$ cat src/rtl/gpio_dual_pkg.sv
// Package: register offsets and bus constants shared by the GPIO block,
// its checker and nothing else. Offsets are byte addresses.
package gpio_dual_pkg;
    localparam int BUS_W     = 32;
    localparam int NUM_BANKS = 2;
    localparam int OFS_DATA1 = 'h000;
    localparam int OFS_DIR1  = 'h004;
    localparam int OFS_DATA2 = 'h008;
    localparam int OFS_DIR2  = 'h00C;
    localparam int OFS_GIE   = 'h11C;
    localparam int OFS_STS   = 'h120;
    localparam int OFS_IEN   = 'h128;
    localparam int GIE_BIT   = 31;
endpackage

$ cat src/rtl/gpio_sync.sv
// Module: gpio_sync
// Multi-stage synchronizer for a pin vector plus one extra delayed copy
// used for change detection. Assumes pins are asynchronous; the chain
// has no reset so it keeps sampling while reset is held.
module gpio_sync #(
    parameter int W      = 32,
    parameter int STAGES = 2
) (
    input  logic         clk,
    input  logic [W-1:0] d_i,
    output logic [W-1:0] sync_o,
    output logic [W-1:0] prev_o
);
    localparam int DEPTH = STAGES + 1;

    logic [W-1:0] chain [DEPTH];

    genvar g;
    generate
        for (g = 0; g < DEPTH; g++) begin : g_stage
            // Shift the pin sample one stage down the chain.
            if (g == 0) begin : g_first
                always_ff @(posedge clk) chain[g] <= d_i;
            end else begin : g_next
                always_ff @(posedge clk) chain[g] <= chain[g-1];
            end
        end
    endgenerate

    assign sync_o = chain[STAGES-1];
    assign prev_o = chain[STAGES];
endmodule

$ cat src/rtl/gpio_bank.sv
// Module: gpio_bank
// One bank of pins: output-value and direction registers, input
// synchronizer, read-back value and an any-input-changed pulse.
// Assumes writes arrive as single-cycle strobes already decoded.
module gpio_bank #(
    parameter int          W        = 32,
    parameter logic [31:0] DOUT_RST = '0,
    parameter logic [31:0] DIR_RST  = '1
) (
    input  logic         clk,
    input  logic         rst_n,
    input  logic [W-1:0] pin_i,
    input  logic         wr_data,
    input  logic         wr_dir,
    input  logic [W-1:0] wval,
    output logic [W-1:0] pin_o,
    output logic [W-1:0] pin_t,
    output logic [W-1:0] rd_val,
    output logic         chg
);
    logic [W-1:0] out_q, dir_q, lvl, lvl_prev;

    // Hold the host-written output values and directions.
    always_ff @(posedge clk) begin
        if (!rst_n) begin
            out_q <= DOUT_RST[W-1:0];
            dir_q <= DIR_RST[W-1:0];
        end else begin
            if (wr_data) out_q <= wval;
            if (wr_dir)  dir_q <= wval;
        end
    end

    gpio_sync #(.W(W), .STAGES(2)) u_sync (
        .clk    (clk),
        .d_i    (pin_i),
        .sync_o (lvl),
        .prev_o (lvl_prev)
    );

    // Per-bit read value and input-only change detect.
    always_comb begin
        rd_val = (dir_q & lvl) | (~dir_q & out_q);
        chg    = |((lvl ^ lvl_prev) & dir_q);
    end

    assign pin_o = out_q;
    assign pin_t = dir_q;
endmodule

$ cat src/rtl/gpio_irq_ctrl.sv
// Module: gpio_irq_ctrl
// Pending bits (write-1-to-clear, set wins), bank enables, global enable
// and the combined interrupt line. Assumes one change pulse per bank.
module gpio_irq_ctrl #(
    parameter int NB = 2
) (
    input  logic          clk,
    input  logic          rst_n,
    input  logic [NB-1:0] chg,
    input  logic          wr_sts,
    input  logic          wr_ien,
    input  logic          wr_gie,
    input  logic [NB-1:0] wbits,
    input  logic          wgie,
    output logic [NB-1:0] sts,
    output logic [NB-1:0] ien,
    output logic          gie,
    output logic          irq
);
    // Update pending, enable and global-enable state.
    always_ff @(posedge clk) begin
        if (!rst_n) begin
            sts <= '0;
            ien <= '0;
            gie <= 1'b0;
        end else begin
            sts <= (wr_sts ? (sts & ~wbits) : sts) | chg;
            if (wr_ien) ien <= wbits;
            if (wr_gie) gie <= wgie;
        end
    end

    // Combine gated pending bits onto the single request line.
    always_comb irq = gie & (|(sts & ien));
endmodule

$ cat src/rtl/gpio_dual_irq.sv
// Module: gpio_dual_irq
// Top level: register decode, read mux, one or two pin banks and the
// interrupt controller. Assumes ADDR_W >= 9 and widths of 1..32.
module gpio_dual_irq
    import gpio_dual_pkg::*;
#(
    parameter int          ADDR_W    = 9,
    parameter int          W1        = 32,
    parameter int          W2        = 32,
    parameter bit          DUAL      = 1'b1,
    parameter logic [31:0] DOUT_RST1 = '0,
    parameter logic [31:0] DIR_RST1  = '1,
    parameter logic [31:0] DOUT_RST2 = '0,
    parameter logic [31:0] DIR_RST2  = '1
) (
    input  logic              clk,
    input  logic              rst_n,
    input  logic              wr_en,
    input  logic              rd_en,
    input  logic [ADDR_W-1:0] addr,
    input  logic [BUS_W-1:0]  wdata,
    output logic [BUS_W-1:0]  rdata,
    input  logic [W1-1:0]     ch1_i,
    output logic [W1-1:0]     ch1_o,
    output logic [W1-1:0]     ch1_t,
    input  logic [W2-1:0]     ch2_i,
    output logic [W2-1:0]     ch2_o,
    output logic [W2-1:0]     ch2_t,
    output logic              irq
);
    logic [W1-1:0]        rd1;
    logic [W2-1:0]        rd2;
    logic [NUM_BANKS-1:0] chg, sts, ien;
    logic                 gie;
    logic                 wr_d1, wr_t1, wr_d2, wr_t2, wr_sts, wr_ien, wr_gie;

    // Decode write strobes per register.
    always_comb begin
        wr_d1  = wr_en && (addr == ADDR_W'(OFS_DATA1));
        wr_t1  = wr_en && (addr == ADDR_W'(OFS_DIR1));
        wr_d2  = wr_en && (addr == ADDR_W'(OFS_DATA2));
        wr_t2  = wr_en && (addr == ADDR_W'(OFS_DIR2));
        wr_gie = wr_en && (addr == ADDR_W'(OFS_GIE));
        wr_sts = wr_en && (addr == ADDR_W'(OFS_STS));
        wr_ien = wr_en && (addr == ADDR_W'(OFS_IEN));
    end

    gpio_bank #(.W(W1), .DOUT_RST(DOUT_RST1), .DIR_RST(DIR_RST1)) u_bank1 (
        .clk     (clk),
        .rst_n   (rst_n),
        .pin_i   (ch1_i),
        .wr_data (wr_d1),
        .wr_dir  (wr_t1),
        .wval    (wdata[W1-1:0]),
        .pin_o   (ch1_o),
        .pin_t   (ch1_t),
        .rd_val  (rd1),
        .chg     (chg[0])
    );

    generate
        if (DUAL) begin : g_bank2
            gpio_bank #(.W(W2), .DOUT_RST(DOUT_RST2), .DIR_RST(DIR_RST2)) u_bank2 (
                .clk     (clk),
                .rst_n   (rst_n),
                .pin_i   (ch2_i),
                .wr_data (wr_d2),
                .wr_dir  (wr_t2),
                .wval    (wdata[W2-1:0]),
                .pin_o   (ch2_o),
                .pin_t   (ch2_t),
                .rd_val  (rd2),
                .chg     (chg[1])
            );
        end else begin : g_no_bank2
            assign ch2_o  = '0;
            assign ch2_t  = '1;
            assign rd2    = '0;
            assign chg[1] = 1'b0;
        end
    endgenerate

    gpio_irq_ctrl #(.NB(NUM_BANKS)) u_irq (
        .clk    (clk),
        .rst_n  (rst_n),
        .chg    (chg),
        .wr_sts (wr_sts),
        .wr_ien (wr_ien),
        .wr_gie (wr_gie),
        .wbits  (wdata[NUM_BANKS-1:0]),
        .wgie   (wdata[GIE_BIT]),
        .sts    (sts),
        .ien    (ien),
        .gie    (gie),
        .irq    (irq)
    );

    // Select read data; unmapped offsets and idle cycles give zero.
    always_comb begin
        rdata = '0;
        if (rd_en) begin
            case (addr)
                ADDR_W'(OFS_DATA1): rdata = BUS_W'(rd1);
                ADDR_W'(OFS_DIR1):  rdata = BUS_W'(ch1_t);
                ADDR_W'(OFS_DATA2): rdata = DUAL ? BUS_W'(rd2) : '0;
                ADDR_W'(OFS_DIR2):  rdata = DUAL ? BUS_W'(ch2_t) : '0;
                ADDR_W'(OFS_GIE):   rdata[GIE_BIT] = gie;
                ADDR_W'(OFS_STS):   rdata[NUM_BANKS-1:0] = sts;
                ADDR_W'(OFS_IEN):   rdata[NUM_BANKS-1:0] = ien;
                default:            rdata = '0;
            endcase
        end
    end
endmodule

$ cat config.mk
export PLATFORM = sky130hd
export DESIGN_NAME = gpio_dual_irq
export DESIGN_NICKNAME = d
export VERILOG_FILES = /design/src/rtl/gpio_dual_pkg.sv /design/src/rtl/gpio_sync.sv /design/src/rtl/gpio_bank.sv /design/src/rtl/gpio_irq_ctrl.sv /design/src/rtl/gpio_dual_irq.sv
export SDC_FILE = /design/constraint.sdc
export NUM_CORES = 1
export LEC_CHECK = 0
export BUFFER_PORTS_ARGS = -buffer_cell sky130_fd_sc_hd__buf_2
export CORE_ASPECT_RATIO = 2
export CORE_MARGIN = 2
export CORE_UTILIZATION = 45
export DETAILED_ROUTE_END_ITERATION = 7
export PLACE_DENSITY = 0.71
export SLEW_MARGIN = 20
export SYNTH_ARGS = -nofsm -noshare
export SYNTH_HDL_FRONTEND = slang
export SYNTH_HIERARCHICAL = 1
export SYNTH_SLANG_ARGS = --single-unit
export TNS_END_PERCENT = 30
$ cat constraint.sdc
create_clock -name clk -period 1.9 [get_ports clk]
set_input_delay 0.19 -clock clk [delete_from_list [all_inputs] [get_ports clk]]
set_output_delay 0.19 -clock clk [all_outputs]
set_load 0.05 [all_outputs]
Word-level counts from Yosys, hierarchy flattened
Memory sizes are Yosys's and may differ from the RTL's.
Cells that the tools add are included.
- mux-type cells: 5
- reduce and logical (&&, ||, !) cells: 11
- bitwise gates (word level): 17
- equality and inequality tests: 6
- operators by type and width (operator ; count):
    $and 32x32->32 ; 6
    $pmux 29 s4 ; 1
    $not 32->32 ; 2
    $or 32x32->32 ; 2
    $reduce_or 32->1 ; 2
    $xor 32x32->32 ; 2
    $mux 32 ; 1
    $eq 9x9->1 const B ; 3
    $eq 9x4->1 const B ; 2
    $pmux 2 s6 ; 1
    $eq 9x3->1 const B ; 1
    $logic_not 9->1 ; 1
    $logic_and 1x1->1 ; 7
    $pmux 1 s5 ; 1
    $and 2x2->2 ; 2
    $mux 2 ; 1
    $not 2->2 ; 1
    $or 2x2->2 ; 1
    $reduce_or 2->1 ; 1
    $and 1x1->1 ; 1
- input bits: 109
- RAM bits: 192
- flip-flop bits (word level): 133
- memories kept: 2
- memories (memory ; depth ; bits a word ; rd ports ; clocked after memory_dff ; wr ports ; RTL line ; RTL):
    g_bank2.u_bank2.u_sync.chain ; 3 ; 32 ; 3 ; 0 ; 3 ; gpio_sync.sv:16 ; logic [W-1:0] chain [DEPTH];
    u_bank1.u_sync.chain ; 3 ; 32 ; 3 ; 0 ; 3 ; gpio_sync.sv:16 ;

Logic depth before layout (Yosys ltp)
- depth in word-level cells: 5
- mapped depth: 9
- mapped depth without buffers: 6

Modules after synthesis
The synthesis kept the hierarchy.
- by module, submodules not included (module ; sequential area each (sq um) ; area an instance (sq um) ; cells each ; instances):
    gpio_bank ; 1281.2 ; 3099.2 ; 292 ; 2
    gpio_sync ; 1921.8 ; 2402.3 ; 160 ; 2
    gpio_dual_irq ; 0.0 ; 1158.6 ; 144 ; 1
    gpio_irq_ctrl ; 100.1 ; 192.7 ; 19 ; 1

Worst setup path before layout
Ideal clock, no wire load.
- kind: register to output
- start: register u_bank1.dir_q[0], in the netlist u_bank1/pin_t[0]
- end: output rdata[0]
- slack: -229 ps
- arrival: 1939 ps
- required time: 1710 ps
- cell stages (with the launch flop): 5
- cells stage by stage: dfxtp_1 mux2_2 mux2_2 a22oi_1 o221ai_1
- cells in the longest elaborated chain, start to end: 5
- elaborated cells between the ends (all ways): 6
- classes of those cells: 2 x mux; 4 x bitwise
- ends and longest elaborated chain (item ; RTL line ; RTL):
    from (decl) ; gpio_bank.sv:21 ; logic [W-1:0] out_q, dir_q, lvl, lvl_prev;
    from (signal assigned) ; gpio_bank.sv:27 ; dir_q <= DIR_RST[W-1:0];
    from (signal assigned) ; gpio_bank.sv:30 ; if (wr_dir) dir_q <= wval;
    $not 32->32 ; gpio_bank.sv:43 ; rd_val = (dir_q & lvl) | (~dir_q & out_q);
    $and 32x32->32 ; gpio_bank.sv:43 ;
    $or 32x32->32 * ; gpio_bank.sv:43 ;
    named net rd1[0] ; gpio_dual_irq.sv:31 ; logic [W1-1:0] rd1;
    $pmux 2 s6 * ; gpio_dual_irq.sv:102 ; case (addr)
    $mux 32 * ; gpio_dual_irq.sv:101 ; if (rd_en) begin
    to (decl) ; gpio_dual_irq.sv:22 ; output logic [BUS_W-1:0] rdata,
The timed path passes the listed nets; every way through them passes the cells marked *.

Final worst setup path
- start: register u_bank1.dir_q[2], in the netlist u_bank1/pin_t[2]
- end: output rdata[2]
- cells in the longest elaborated chain, start to end: 5
- elaborated cells between the ends (all ways): 6
- classes of those cells: 2 x mux; 4 x bitwise
- ends and longest elaborated chain (item ; RTL line):
    $not 32->32 ; gpio_bank.sv:43
    $and 32x32->32 ; gpio_bank.sv:43
    $or 32x32->32 * ; gpio_bank.sv:43
    named net rd1[2] ; gpio_dual_irq.sv:31
    $pmux 29 s4 * ; gpio_dual_irq.sv:102
    $mux 32 * ; gpio_dual_irq.sv:101
Marks and branches as above.

==> metrics <==
outcome finished with violations; failing checks negative setup slack; DR WL/cell 20.0 um; Worst path slowest cell a222oi_1; Max FO, Critical Path 2; Reg-to-Reg Start u_bank1/u_sync/chain[0][45]; final net count 1478; delay-heaviest family, CP multiplexers; Post-Syn Instances 1067; crit path to rdata[2]; Clock transition at path regs 0.07 ns; grt ovf 0; f_max 417 MHz; DR vias/cell 5.12; core area 0.0270 mm^2; HP Class in -> reg; Starting Density 0.457; mean area per synthesized cell 11.6 um^2; pre-CTS setup slack -0.277 ns; via count 8906; Max VDD drop 0.000713 V; power per standard cell area 870 mW/mm^2; Num Clock Sinks 325; dominant cells by area after synthesis dfxtp_1 (53%), mux2i_1 (11%), buf_4 (7.9%); pin count of the biggest net entering global routing 57; DRT Pass-1 Iters 7; vias in the first global route 9220; IO Count 270; dpl cells 1570; fin crit share 1.26; CTS tree yes; LEAKAGE 6.63 nW; Synth area leader dfxtp_1; Arrival @ worst endpoint 2.21 ns; critical path cell sequence mux2_4 -> mux2_2 -> a222oi_1 -> nor2_1 -> buf_6; Final Instance Count excl. Fillers 1739; WL final 34.8 mm; DRC errors left 0; post-route minimum period 2.40 ns; Syn Nets 1176; commonest cells in the netlist dfxtp_1 (325), mux2i_1 (131), buf_4 (130), mux2_2 (82), nor2b_1 (68); first-pass GRT wire length 51.7 mm; Setup-failing EPs final 32; critical path class reg -> out; Synth Register Bits 325; CTS Buffer Depth 3; most used flip-flop cell after synthesis dfxtp_1; Rel. slew slack 0.698; RSZ-0062 raised after global routing true; worst hold slack 0.144 ns; DP Wirelength 23.9 mm; Slew @ Worst Pin 0.449 ns; Num CTS Buffers 29; final setup TNS -11.16 ns; Worst Slack Setup Final -0.500 ns; Max-Cap Viols 0; most frequent cell after synthesis dfxtp_1; type of origin of the critical path flip-flop; Die Span X 121 um; WP buf/inv 1; P&R area growth vs syn 31.9%; gp weighted congestion 0.851; FFs w/ async S/R, synth 0; Post-synth EDFFs 0; post-synth top area share 0.527; R2R setup slack 0 ns; worst flop-to-flop path endpoint u_irq/sts[0]; Antenna Nets Post-Route 0; fin util 0.603; Worst Path Required 1.71 ns; Final Hold Fails 0; crit path capture type output pin; Root Buffer clkbuf_16; Distinct cells, synth 37; die height 238 um; GRT Resource Usage Total 0.234; r2r worst-path depth 8; die area 0.0289 mm^2; Row Count 85; detailed router's first-iteration violation count 613; H-tree lvl count 1; input/output buffers 269; Worst setup startpoint u_bank1/pin_t[2]; Slew Limit Fails 0; clk_lat worst skew 0.55 ns; skew final 0.0104 ns; delay of the slowest critical-path stage 0.42 ns; Yosys warning total 6; sequential share of the synthesized area 0.527; layout cell share with drive strength beyond 1 0.402; Post-Syn Area 0.0124 mm^2; initial antenna violation count 2; CP Depth 5
-- worst min path at each step --
stage | end | cells after the start | startpoint | slack (ns)
global route | u_irq/sts[0] | 4 | addr[8] | 0.16
global placement | u_bank1/u_sync/chain[0][22] | 1 | ch1_i[22] | 0.29
CTS | u_irq/sts[0] | 4 | addr[5] | 0.10
floorplan | g_bank2.u_bank2/u_sync/chain[0][0] | 0 | ch2_i[0] | 0.22
detailed placement | g_bank2.u_bank2/u_sync/chain[0][2] | 1 | ch2_i[2] | 0.29
finish | u_irq/gie | 5 | wr_en | 0.14
-- cell families (layout without fill, tap and decap cells) --
family / after synthesis / in the layout / share of synthesized area
flip-flops: 325 / 325 / 0.527
multiplexers: 227 / 227 / 0.195
AND/OR/NAND/NOR: 199 / 199 / 0.0858
buffers and inverters: 179 / 501 / 0.0974
AO/OA/AOI/OAI: 73 / 73 / 0.0502
XOR/XNOR: 64 / 64 / 0.0454
other: 0 / 2 / 0
-- report_power, final --
group | switching [W] | total [W] | internal [W]
Combinational | 0.000424 | 0.000976 | 0.000552
Sequential | 0.000119 | 0.00712 | 0.00700
Clock | 0.00251 | 0.00608 | 0.00357
Total | 0.00305 | 0.0142 | 0.0111
-- placed cells by master (no fill, tap or decap), types with 13 or more instances in the layout --
cell and instances:
a222oi_1 29, a22oi_1 26, buf_12 16, buf_2 236, buf_4 67, buf_6 29
clkbuf_16 29, dfxtp_1 291, dfxtp_4 24, dlygate4sd3_1 97, mux2_2 55, mux2_4 37
mux2i_1 131, nand2_1 66, nor2_1 18, nor2_2 13, nor2b_1 68, xor2_1 64
-- cell type report --
type	instances	area [um^2]
diodes	2	5.00
clock buffers	41	831
clock inverters	10	150
fillers	2190	10700
inverters	4	15.0
multi-input cells	563	4930
flip-flops and latches	325	6610
well taps	348	435
repair buffers	446	3320
-- sequential cells by signal (all words and copies together) (netlist names) --
signal / flops
g_bank2.u_bank2/u_sync/chain: 96
g_bank2.u_bank2/pin_o: 32
u_bank1/pin_o: 32
u_irq/ien: 2
u_irq/gie: 1
u_bank1/pin_t: 32
u_irq/sts: 2
g_bank2.u_bank2/pin_t: 32
u_bank1/u_sync/chain: 96
-- tightest hold or removal path: stages --
cell	delay, ns
buf_2	0.09
buf_4	0.09
and2_1	0.12
mux2i_1	0.07
nor2b_1	0.09
-- metrics by stage --
step / area, um^2 / total power (W)
3_5_place_dp: 13700 / 0.00807
4_1_cts: 16100 / 0.0143
2_1_floorplan: 12400 / 0.00785
6_report: 16300 / 0.0142
3_3_place_gp: 13700 / 0.00805
5_1_grt: 16300 / 0.0146
-- timing repair --
item,in CTS,in global routing
endpoints found under the setup margin,34,34
hold buffers,97,0
buffers inserted,12,7
pin swaps,36,23
gates resized for setup,123,29
endpoints found under the hold margin,188,0
cloned,0,0
-- metal layers --
metal | share of wire | global-route usage | wire length [um]
met1 | 0.36 | 0.245 | 12500
met5 | 0 | 0 | 0
met2 | 0.53 | 0.430 | 18400
met4 | 0.061 | 0.141 | 2140
met3 | 0.051 | 0.0356 | 1790
No activity file was read; power rests on OpenSTA's default activity.
